## config.mk

```make
export PLATFORM = sky130hd
export DESIGN_NAME = fmpair_voice
export DESIGN_NICKNAME = d
export VERILOG_FILES = /design/src/rtl/fmpair_pkg.sv /design/src/rtl/fmpair_phase.sv /design/src/rtl/fmpair_oper.sv /design/src/rtl/fmpair_voice.sv
export SDC_FILE = /design/constraint.sdc
export NUM_CORES = 1
export LEC_CHECK = 0
export ABC_AREA = 1
export BUFFER_PORTS_ARGS = -buffer_cell sky130_fd_sc_hd__buf_4
export CORE_MARGIN = 2
export CORE_UTILIZATION = 50
export DETAILED_ROUTE_END_ITERATION = 8
export PLACE_DENSITY = 0.71
export SYNTH_ARGS = -nofsm -noshare
export SYNTH_HDL_FRONTEND = slang
export SYNTH_HIERARCHICAL = 1
export SYNTH_SLANG_ARGS = --single-unit
```

## constraint.sdc

```tcl
create_clock -name clk -period 42.3 [get_ports clk]
set_clock_uncertainty 0.2 [all_clocks]
set_input_delay 6.345 -clock clk [delete_from_list [all_inputs] [get_ports clk]]
set_output_delay 6.345 -clock clk [all_outputs]
set_load 0.01 [all_outputs]
```

## src/rtl/fmpair_pkg.sv

```systemverilog
package fmpair_pkg;
  localparam int TBL_W    = 8;
  localparam int AMP_BITS = 12;
  localparam int SAMP_W   = AMP_BITS + 2;
  localparam int SH_4PI   = AMP_BITS - TBL_W - 1;
  localparam int SH_8PI   = AMP_BITS - TBL_W - 2;

  typedef logic signed [SAMP_W-1:0] samp_t;
  typedef logic [TBL_W-1:0]         tidx_t;

  function automatic samp_t avg2(samp_t a, samp_t b);
    logic signed [SAMP_W:0] s;
    s = {a[SAMP_W-1], a} + {b[SAMP_W-1], b};
    return s[SAMP_W:1];
  endfunction
endpackage

```

## src/rtl/fmpair_phase.sv

```systemverilog
module fmpair_phase #(
  parameter int PHASE_W  = 18,
  parameter int INC_W    = 12,
  parameter int LFO_W    = 9,
  parameter int PM_SHIFT = 8,
  parameter int IDX_W    = 8
) (
  input  logic               clk,
  input  logic               rst_n,
  input  logic               adv,
  input  logic [INC_W-1:0]   inc,
  input  logic [LFO_W-1:0]   lfo,
  input  logic               pm_en,
  output logic [IDX_W-1:0]   idx
);
  localparam int PROD_W = INC_W + LFO_W;

  logic [PROD_W-1:0]  prod;
  logic [PHASE_W-1:0] step, phase_q, phase_nxt;

  assign prod      = {{LFO_W{1'b0}}, inc} * {{INC_W{1'b0}}, lfo};
  assign step      = pm_en ? PHASE_W'(prod >> PM_SHIFT) : PHASE_W'(inc);
  assign phase_nxt = phase_q + step;
  assign idx       = phase_nxt[PHASE_W-1 -: IDX_W];

  always_ff @(posedge clk) begin
    if (!rst_n)   phase_q <= '0;
    else if (adv) phase_q <= phase_nxt;
  end


  phase_idle_chk: assert property (@(posedge clk) disable iff (!rst_n)
    !adv |=> $stable(phase_q));
endmodule

```

## src/rtl/fmpair_oper.sv

```systemverilog
module fmpair_oper
  import fmpair_pkg::*;
#(
  parameter int ATT_W    = 7,
  parameter int MUTE_LVL = 127
) (
  input  tidx_t             idx,
  input  logic [ATT_W-1:0]  att,
  output samp_t             samp
);
  localparam int QB   = TBL_W - 2;
  localparam int LA_W = QB - 1;
  localparam int AW   = ((LA_W > ATT_W) ? LA_W : ATT_W) + 1;

  logic [QB-1:0]        q;
  logic [LA_W-1:0]      la;
  logic [AW-1:0]        a;
  logic [4:0]           mant;
  logic [AMP_BITS:0]    mag;
  logic                 muted;

  assign q     = idx[TBL_W-2] ? ~idx[QB-1:0] : idx[QB-1:0];
  assign la    = ~q[QB-1:1];
  assign a     = AW'(la) + AW'(att);
  assign mant  = 5'd16 - {2'b00, a[2:0]};
  assign mag   = {mant, {(AMP_BITS-4){1'b0}}} >> a[AW-1:3];
  assign muted = ((ATT_W+1)'(att) + (ATT_W+1)'(1)) >= (ATT_W+1)'(MUTE_LVL);

  always_comb begin
    if (muted)               samp = '0;
    else if (idx[TBL_W-1])   samp = -$signed({1'b0, mag});
    else                     samp = $signed({1'b0, mag});
  end
endmodule

```

## src/rtl/fmpair_voice.sv

```systemverilog
module fmpair_voice
  import fmpair_pkg::*;
#(
  parameter int PHASE_W  = 18,
  parameter int INC_W    = 12,
  parameter int LFO_W    = 9,
  parameter int PM_SHIFT = 8,
  parameter int ATT_W    = 7,
  parameter int MUTE_LVL = 127,
  parameter int FB_W     = 3
) (
  input  logic                 clk,
  input  logic                 rst_n,
  input  logic                 in_valid,
  output logic                 in_ready,
  input  logic [INC_W-1:0]     mod_inc,
  input  logic [INC_W-1:0]     car_inc,
  input  logic [LFO_W-1:0]     lfo,
  input  logic [1:0]           pm_en,
  input  logic [FB_W-1:0]      fb_level,
  input  logic [ATT_W-1:0]     mod_att,
  input  logic [ATT_W-1:0]     car_att,
  output logic                 out_valid,
  input  logic                 out_ready,
  output logic [SAMP_W-1:0]    out_sample
);
  localparam int FB_MAX = (1 << FB_W) - 1;
  localparam int SHA_W  = 5;

  logic             take;
  logic [INC_W-1:0] inc_arr [2];
  tidx_t            ph_idx  [2];
  tidx_t            mod_idx, car_idx;
  logic [SHA_W-1:0] fb_sh;
  samp_t            m_new, m_avg, c_new, c_avg;
  samp_t            m_prev_q, m_fb_q, c_hist_q;

  assign in_ready   = !out_valid || out_ready;
  assign take       = in_valid && in_ready;
  assign inc_arr[0] = mod_inc;
  assign inc_arr[1] = car_inc;

  for (genvar g = 0; g < 2; g++) begin : g_ph
    fmpair_phase #(
      .PHASE_W(PHASE_W), .INC_W(INC_W), .LFO_W(LFO_W),
      .PM_SHIFT(PM_SHIFT), .IDX_W(TBL_W)
    ) u_ph (
      .clk(clk), .rst_n(rst_n), .adv(take), .inc(inc_arr[g]),
      .lfo(lfo), .pm_en(pm_en[g]), .idx(ph_idx[g])
    );
  end

  // modulator: self feedback scaled to two periods, trimmed by depth
  assign fb_sh   = SHA_W'(SH_4PI + FB_MAX) - SHA_W'(fb_level);
  assign mod_idx = (fb_level == '0) ? ph_idx[0]
                                    : ph_idx[0] + TBL_W'(m_fb_q >>> fb_sh);

  fmpair_oper #(.ATT_W(ATT_W), .MUTE_LVL(MUTE_LVL)) u_mod (
    .idx(mod_idx), .att(mod_att), .samp(m_new)
  );

  assign m_avg   = avg2(m_prev_q, m_new);

  // carrier: modulator result scaled to four periods
  assign car_idx = ph_idx[1] + TBL_W'(m_avg >>> SH_8PI);

  fmpair_oper #(.ATT_W(ATT_W), .MUTE_LVL(MUTE_LVL)) u_car (
    .idx(car_idx), .att(car_att), .samp(c_new)
  );

  assign c_avg   = avg2(c_hist_q, c_new);

  always_ff @(posedge clk) begin
    if (!rst_n) begin
      m_prev_q   <= '0;
      m_fb_q     <= '0;
      c_hist_q   <= '0;
      out_sample <= '0;
      out_valid  <= 1'b0;
    end else if (take) begin
      m_prev_q   <= m_new;
      m_fb_q     <= m_avg;
      c_hist_q   <= c_avg;
      out_sample <= c_avg;
      out_valid  <= 1'b1;
    end else if (out_ready) begin
      out_valid  <= 1'b0;
    end
  end


  out_hold_chk: assert property (@(posedge clk) disable iff (!rst_n)
    (out_valid && !out_ready) |=> (out_valid && $stable(out_sample)));


  accept_chk: assert property (@(posedge clk) disable iff (!rst_n)
    (in_valid && in_ready) |=> out_valid);


  amp_bound_chk: assert property (@(posedge clk) disable iff (!rst_n)
    out_valid |-> ($signed(out_sample) <= 4096 && $signed(out_sample) >= -4096));


  hist_track_chk: assert property (@(posedge clk) disable iff (!rst_n)
    out_valid |-> (c_hist_q == $signed(out_sample)));
endmodule

```

==> flow_summary.toml <==
[status]
status = "finished clean"

[timing]
finalSetupTns_ns = 0
max_freq_mhz = 44.43
fin_crit_sh_pct = 53.21
hold_viol_final = 0
slew_headroom_pct = 22.22
finalSetupViolCount = 0
period_minus_slack_ns = 22.51
slew_violations = 0
holdWs_ns = 0.2958
worstMarginPinSlew_ns = 1.156
rsz0062_at_grt = "no"
fin_ws_ns = 19.79

[critical_path]
cp-startpoint = "lfo[2]"
worst_setup_path_start_kind = "input port"
timing.critical_path.mode_cell = "nand2_1"
crit_required_ns = 42.35
cp.buffers_inverters = 13
critPathArrivalTime_ns = 22.56
cp_max_fo = 24
end_kind = "flop"
critPathSlowestCell = "fa_1"
critical-path-top-delay-family = "adder cells"
crit_type = "in -> reg"
r2r_start = "g_ph[0].u_ph/phase_q[0]$_SDFFE_PN0P_"
max_stage_delay_ns = 0.55

[layout]
final_net_count = 3132
syn_to_final_growth_pct = 5.637
diodes = 0
regArea_um2 = 1582
final_layout_size_suffix_gt1_share_pct = 7.834
fin_util_pct = 53.48
fillers = 3490
multi_input_area_um2 = 13200

[yosys]
ys_warn_count = 6
synth_fp_nets = 3145
synth_area_um2 = 17400
synthCells = 2778
postSynthAreaPerCell_um2 = 6.265

[clock_network]
cts_tree = "done"
cts_made_buffers = 9
cts_max_level = 3
clk_pin_slew_worst_paths_ns = 0.07
ctsHoldBuffers = 0
clk_path_buf_depth = 2
clock-sinks = 79
clk_latency_ns = 0.35
root_buffer = "clkbuf_16"
postCtsSetupBuffers = 0
ctsResizeCount = 0

[flow_run]
drv_cap = 0

[global_routing]
grt_pass1_vias = 16594
grt_antenna_before_repair = 0
grt_util_all_layers_pct = 25.54
grt_max_degree = 69
overflow = 0
grt_first_pass_wirelength_um = 77430

[route]
drt-wirelength-per-cell_um = 13.71
antenna_left = 0
routed_wl_um = 44230
vias_per_cell = 5.193
post-route-drc-count = 0
drtIter0Drc = 1068
vias = 16748
drtPass1Iterations = 6

[die]
ios = 72
start_util_pct = 50.63
die_area_um2 = 36320
die_h_um = 190.6
rows = 68
core_area_um2 = 34370
die_w_um = 190.6

[place]
io_buffers = 71
dpl_worst_slack_ns = 19.58
dp.final_hpwl_um = 35530
gp_congestion = 0.9555

[hold_path]
hp-start = "m_prev_q[4]$_SDFFE_PN0P_"
holdCritPathClass = "reg -> reg"
## registers in the layout, summed over array words and instances (netlist names)
| name | cells |
|---|---|
| g_ph.u_ph/phase_q | 36 |
| out_valid | 1 |
| m_fb_q | 14 |
| m_prev_q | 14 |
| c_hist_q | 14 |
## final cells by class
type / instances / share of cell area, %
Multi-Input combinational cell: 2036 / 71.80
Inverter: 567 / 11.59
Sequential cell: 79 / 8.603
Tap cell: 455 / 3.097
Timing Repair Buffer: 72 / 2.940
Clock buffer: 10 / 1.245
Clock inverter: 6 / 0.7214
## path summary, 6_finish.rpt
check,cells past startpoint,end,slack [ns]
setup / recovery,91,c_hist_q[7]$_SDFFE_PN0P_,19.79
hold / removal,2,m_prev_q[4]$_SDFFE_PN0P_,0.30
setup reg to reg,73,c_hist_q[7]$_SDFFE_PN0P_,29.38
hold reg to reg,2,m_prev_q[4]$_SDFFE_PN0P_,0.30
## cells in the final DEF, fill, tap and decap left out, drive strengths merged, types with 4 or more instances in the layout
cell type	instances
a21o	12
bufinv	4
nor3	16
o21a	4
a31oi	6
inv	565
o21bai	11
a211oi	4
or2	12
buf	72
nor2	264
ha	163
nand2	793
o21ai	141
nand3	197
and2	4
nand4	29
a21oi	151
dfxtp	79
xor2	28
a21boi	4
clkbuf	10
fa	148
nand3b	13
xnor2	21
## worst min-delay path, delay by kind of cell (launching register included)
kind,cells,cell delay (ns)
DFF,1,0.33
and+or+nand+nor,2,0.13
## metal layers
| layer | vias up | wire [µm] | global-route usage, % |
|---|---|---|---|
| met5 | - | 0 | 0 |
| met4 | 0 | 707 | 5.903 |
| met3 | 59 | 2206 | 2.540 |
| met2 | 415 | 20510 | 43.59 |
| met1 | 7761 | 20800 | 34.79 |
| li1 | 8513 | - | - |
## metrics by stage
stage          area, µm²  cells
6_report           18380   3225
5_1_grt            18380   3225
4_1_cts            18380   3225
3_5_place_dp       18020   3209
3_3_place_gp       18020   3209
2_1_floorplan      17400   2778
Power is not shown: default switching activity piles up to over one toggle a cycle in this logic, so the estimate is an artifact.
